--- src/rtl/dma_arb_pkg.sv ---
package dma_arb_pkg;
  localparam int GRP_N   = 4;
  localparam int GRP_W   = $clog2(GRP_N);
  localparam int CH_N    = 2 * GRP_N;
  localparam int SLOT_CH = GRP_N;

  // one-hot (at most) group vector to its index
  function automatic logic [GRP_W-1:0] oh_to_idx(input logic [GRP_N-1:0] v);
    logic [GRP_W-1:0] r;
    r = '0;
    for (int i = 0; i < GRP_N; i++)
      if (v[i]) r = r | GRP_W'(i);
    return r;
  endfunction
endpackage

--- src/rtl/dma_rot_group.sv ---
module dma_rot_group #(
  parameter int N = 4,
  localparam int PW = $clog2(N)
) (
  input  logic          clk,
  input  logic          rst_n,
  input  logic [N-1:0]  req,
  input  logic          rotate,
  input  logic          upd,
  input  logic [PW-1:0] upd_idx,
  output logic [N-1:0]  pick
);
  logic [PW-1:0] top_q, top_nxt, top_eff;
  logic          ptr_move;

  // highest-priority entry first: walk from lowest up, later hits win
  function automatic logic [N-1:0] pick_from(input logic [N-1:0] r,
                                             input logic [PW-1:0] top);
    logic [N-1:0]  p;
    logic [PW-1:0] idx;
    p = '0;
    for (int k = N - 1; k >= 0; k--) begin
      idx = top + PW'(k);
      if (r[idx]) p = N'(1) << idx;
    end
    return p;
  endfunction

  assign ptr_move = upd && rotate;
  assign top_nxt  = ptr_move ? upd_idx + PW'(1) : top_q;
  assign top_eff  = rotate ? top_nxt : '0;
  assign pick     = pick_from(req, top_eff);

  always_ff @(posedge clk or negedge rst_n) begin
    if (!rst_n) top_q <= '0;
    else        top_q <= top_nxt;
  end

  a_r9_ptr_hold: assert property (@(posedge clk) disable iff (!rst_n)
    !ptr_move |=> $stable(top_q));
  a_r6_ptr_step: assert property (@(posedge clk) disable iff (!rst_n)
    ptr_move |=> top_q == $past(upd_idx) + PW'(1));
  a_r3_group_onehot: assert property (@(posedge clk) disable iff (!rst_n)
    $onehot0(pick));
endmodule

--- src/rtl/dma_grant_hold.sv ---
module dma_grant_hold #(
  parameter int W = 8
) (
  input  logic         clk,
  input  logic         rst_n,
  input  logic         busy,
  input  logic [W-1:0] next_grant,
  output logic [W-1:0] grant
);
  always_ff @(posedge clk or negedge rst_n) begin
    if (!rst_n)    grant <= '0;
    else if (!busy) grant <= next_grant;
  end

  a_r5_hold_busy: assert property (@(posedge clk) disable iff (!rst_n)
    busy |=> $stable(grant));
  a_r5_follow_idle: assert property (@(posedge clk) disable iff (!rst_n)
    !busy |=> grant == $past(next_grant));
endmodule

--- src/rtl/dma_cascade_arb.sv ---
module dma_cascade_arb
  import dma_arb_pkg::*;
(
  input  logic       clk,
  input  logic       rst_n,
  input  logic [7:0] hw_req,
  input  logic [7:0] sw_req,
  input  logic       lo_rotate,
  input  logic       hi_rotate,
  input  logic       xfer_busy,
  input  logic       svc_done,
  output logic [7:0] grant
);
  logic [CH_N-1:0]  req_eff;
  logic [GRP_N-1:0] lo_req, hi_req, lo_pick, hi_pick;
  logic [CH_N-1:0]  grant_nxt, grant_q;
  logic             lo_served, any_served;
  logic [GRP_W-1:0] lo_idx, hi_idx;

  // cascade slot carries no request of its own
  assign req_eff = (hw_req | sw_req) & ~(CH_N'(1) << SLOT_CH);
  assign lo_req  = req_eff[GRP_N-1:0];
  assign hi_req  = {req_eff[CH_N-1:SLOT_CH+1], |lo_req};

  assign lo_served  = svc_done && (|grant_q[GRP_N-1:0]);
  assign any_served = svc_done && (|grant_q);
  assign lo_idx     = oh_to_idx(grant_q[GRP_N-1:0]);
  assign hi_idx     = (|grant_q[GRP_N-1:0]) ? '0 : oh_to_idx(grant_q[CH_N-1:GRP_N]);

  dma_rot_group #(.N(GRP_N)) u_lo (
    .clk(clk), .rst_n(rst_n), .req(lo_req), .rotate(lo_rotate),
    .upd(lo_served), .upd_idx(lo_idx), .pick(lo_pick));

  dma_rot_group #(.N(GRP_N)) u_hi (
    .clk(clk), .rst_n(rst_n), .req(hi_req), .rotate(hi_rotate),
    .upd(any_served), .upd_idx(hi_idx), .pick(hi_pick));

  assign grant_nxt = {hi_pick[GRP_N-1:1], 1'b0,
                      hi_pick[0] ? lo_pick : {GRP_N{1'b0}}};

  dma_grant_hold #(.W(CH_N)) u_hold (
    .clk(clk), .rst_n(rst_n), .busy(xfer_busy),
    .next_grant(grant_nxt), .grant(grant_q));

  assign grant = grant_q;

  a_r4_no_cascade: assert property (@(posedge clk) disable iff (!rst_n)
    !grant_q[SLOT_CH]);
  a_r3_onehot: assert property (@(posedge clk) disable iff (!rst_n)
    $onehot0(grant_q));
  a_r3_idle_zero: assert property (@(posedge clk) disable iff (!rst_n)
    (!xfer_busy && req_eff == '0) |=> grant_q == '0);
  a_r1_grant_has_req: assert property (@(posedge clk) disable iff (!rst_n)
    !xfer_busy |=> (grant_q == '0) || ((grant_q & $past(req_eff)) != '0));
  a_r2_fixed_lowest_wins: assert property (@(posedge clk) disable iff (!rst_n)
    (!xfer_busy && !lo_rotate && !hi_rotate && req_eff[0]) |=> grant_q[0]);
endmodule

--- config.mk ---
export PLATFORM = sky130hd
export DESIGN_NAME = dma_cascade_arb
export DESIGN_NICKNAME = d
export VERILOG_FILES = /design/src/rtl/dma_arb_pkg.sv /design/src/rtl/dma_rot_group.sv /design/src/rtl/dma_grant_hold.sv /design/src/rtl/dma_cascade_arb.sv
export SDC_FILE = /design/constraint.sdc
export NUM_CORES = 1
export LEC_CHECK = 0
export BUFFER_PORTS_ARGS = -buffer_cell sky130_fd_sc_hd__clkbuf_2
export CAP_MARGIN = 20
export CORE_MARGIN = 2
export CORE_UTILIZATION = 50
export CTS_CLUSTER_SIZE = 24
export DETAILED_ROUTE_END_ITERATION = 10
export PLACE_DENSITY = 0.74
export SYNTH_ARGS = -nofsm -noshare
export SYNTH_HDL_FRONTEND = slang
export SYNTH_SLANG_ARGS = --single-unit
export TNS_END_PERCENT = 100
--- constraint.sdc ---
create_clock -name clk -period 3.9 [get_ports clk]
set_input_delay 0.195 -clock clk [delete_from_list [all_inputs] [get_ports clk]]
set_output_delay 0.195 -clock clk [all_outputs]
set_load 0.1 [all_outputs]
==> results.py <==
metrics = {
    "run_status": {
        "status": "finished clean",
    },
    "clock_network": {
        "htree_levels": 1,
        "numCtsBuffers": 3,
        "cts_max_path_buffers": 2,
        "path_clk_slew_ns": 0.07,
        "clk_latency_ns": 0.27,
        "cts.sinks": 11,
        "cts_tree": "done",
        "cts_resized": 0,
        "cts_root_buf": "clkbuf_4",
    },
    "sta": {
        "slew_violations": 0,
        "rsz0062_at_grt": "no",
        "setup_tns_ns": 0,
        "hold_viol": 0,
        "finClkSkew_ns": 0.00434,
        "tightest_slew_ns": 0.615,
        "period_needed_ns": 2.96,
        "timing.slew.headroom": 0.590,
        "finalCritPeriodShare": 0.758,
        "setup_violations": 0,
        "fmax_mhz": 338,
    },
    "worst_setup_path": {
        "end_kind": "flop",
        "cp.arrival_ns": 3.15,
        "crit_required_ns": 4.09,
        "path_max_fanout": 8,
        "crit_start": "u_hold.grant[3]",
        "startpoint_type": "flop",
        "r2r_slack_ns": 0.94,
        "r2r_cells": 9,
        "rr_endpoint": "u_hold.grant[3]",
        "criticalPathCategory": "reg2reg",
        "r2r_start": "u_hold.grant[3]",
    },
    "synthesis": {
        "synth_nets": 204,
        "ys_async_sr_fraction": 1.00,
        "synthesis.instances": 168,
        "syn_avg_cell_area_um2": 8.35,
        "syn-cell-area_um2": 1400,
        "yosys.area.top_type": "dfrtp_1",
        "yosysUniqueCellTypes": 51,
        "synth_edf_count": 0,
        "synth_area_leaders": "dfrtp_1 (20%), ha_1 (12%), mux2i_1 (8.6%)",
        "synth_top_cell_area_share": 0.196,
        "synth-main-ff-cell": "dfrtp_1",
        "synth_warnings": 0,
        "synth_seq_area_share": 0.196,
        "yosysMostFrequentCell": "nor2_1",
        "synth-seq-cells": 11,
        "synth_common_cells": "nor2_1 (23), ha_1 (14), nand2_1 (13)",
    },
    "power": {
        "p_per_area_nw_per_um2": 853,
        "peakVddDrop_mv": 0.803,
        "leakage_nw": 0.760,
    },
    "routing": {
        "wl_met3_um": 158,
        "antenna_left": 0,
        "drt-pass1-iter-count": 4,
        "wl_met2_mm": 1.57,
        "vias": 1365,
        "top_layer": "met4",
        "wl_met1_mm": 1.47,
        "wirelength_mm": 3.24,
        "drc": 0,
        "wl_per_cell_um": 14.2,
        "viasPerCell": 5.99,
        "initialDrtViolationCount": 64,
    },
    "floorplanning": {
        "initial_utilization": 0.518,
        "die_h_um": 57.0,
        "dieArea_um2": 3250,
        "io_pins": 30,
        "die_w_um": 57.0,
        "core_area_um2": 2710,
        "rows": 19,
    },
    "global_route": {
        "grt_pass1_vias": 1337,
        "grtUsageTotal": 0.217,
        "antenna_found_initial": 0,
        "grt_start_max_net_pins": 15,
        "grt_overflow": 0,
        "grt_pass1_wl_mm": 5.74,
    },
    "layout": {
        "antenna_cells": 0,
        "fin_nets": 234,
        "areaGrowthSynthToFinish_pct": 14.1,
        "drive_gt1_frac": 0.213,
        "utilization": 0.590,
    },
    "placement": {
        "hpwl_mm": 2.54,
        "gp_congestion": 0.887,
        "port_buffers": 26,
    },
    "run": {
        "drv_cap": 0,
    },
    "worst_hold_path": {
        "hold_class": "in2reg",
        "worstHoldPathCells": 2,
        "min_from": "hi_rotate",
        "hold_end": "u_hi.top_q[1]",
    },
}
-- metrics by stage --
stage,cell area [um2],power [mW],instances,hold slack [ns],setup slack (ns)
3_5_place_dp,1560,1.28,223,0.0861,0.949
5_1_grt,1600,1.48,228,0.201,0.734
6_report,1600,1.36,228,0.207,0.942
3_3_place_gp,1560,1.25,223,0.0758,1.04
4_1_cts,1600,1.36,228,0.190,0.937
2_1_floorplan,1400,1.09,168,-0.101,0.398
-- final cells by class --
cell class,count,area [um2]
flip-flops and latches,11,275
well taps,31,38.8
multi-input cells,146,1080
fillers,257,1110
inverters,8,31.3
repair buffers,28,148
clock buffers,4,26.3
-- registers in the layout (all words and copies together), names as in the netlist --
name and flops:
u_hi.top_q 2, u_lo.top_q 2, u_hold.grant 7
-- how the worst max path moves through the flow --
| stage | depth (start not counted) | to | slack, ns |
|---|---|---|---|
| after floorplan | 9 | u_hold.grant[1] | 0.40 |
| after global placement | 9 | u_hold.grant[3] | 1.04 |
| after detailed placement | 9 | u_hold.grant[3] | 0.95 |
| after CTS | 9 | u_hold.grant[3] | 0.94 |
| after global routing | 9 | u_hold.grant[3] | 0.73 |
| final | 9 | u_hold.grant[3] | 0.94 |
-- kinds of logic (layout without fill, tap and decap cells) --
kind of cell	count (synthesis)	in the layout	share of synthesized area
muxes	17	17	0.153
and+or+nand+nor	67	67	0.252
DFF	11	11	0.196
adders and majority gates	14	14	0.125
buffers and inverters	11	40	0.0330
other	1	1	0.00267
AOI/OAI and AO/OA	47	47	0.238
-- layout by cell type (no fill, tap or decap), types with 3 or more instances in the layout --
| master | netlist | layout |
|---|---|---|
| o21ai_0 | 4 | 4 |
| o21a_1 | 4 | 4 |
| inv_1 | 6 | 6 |
| nand2b_1 | 6 | 6 |
| nand3_1 | 3 | 3 |
| nor2_1 | 23 | 23 |
| dfrtp_1 | 11 | 11 |
| mux4_2 | 3 | 3 |
| clkbuf_4 | 0 | 3 |
| nor3_1 | 3 | 3 |
| mux2i_1 | 12 | 12 |
| nand2_1 | 13 | 13 |
| a31oi_1 | 5 | 5 |
| nor3b_1 | 3 | 3 |
| a21oi_1 | 7 | 7 |
| a22oi_1 | 3 | 3 |
| clkbuf_2 | 0 | 26 |
| ha_1 | 14 | 14 |
| o21ai_1 | 5 | 5 |
-- layer usage --
layer / track usage / vias up
met4: 0.0930 / 0
met5: 0 / -
met3: 0.0295 / 4
met2: 0.369 / 41
li1: - / 685
met1: 0.276 / 635
-- where the power goes --
part	switching [mW]	internal, mW	leakage [nW]	total [mW]
clock	0.0398	0.0396	0.0150	0.0794
combinational	0.673	0.364	0.609	1.04
sequential	0.0836	0.165	0.136	0.248
total	0.796	0.568	0.760	1.36
-- worst max-delay path, cell delays in order, from the launching register on --
cell and delay, ns:
dfrtp_1 0.48, nor4_4 0.40, nand2_2 0.09, a21o_1 0.30, ha_1 0.39, o41ai_1 0.09, o32a_1 0.22, or3b_1 0.35
a311o_1 0.41, o21ai_1 0.16
-- what timing repair did --
action,in CTS,in global routing
hold buffers,1,0
setup buffers,0,0
endpoints found under the hold margin,11,0
Power figures use the tool's default switching activity.
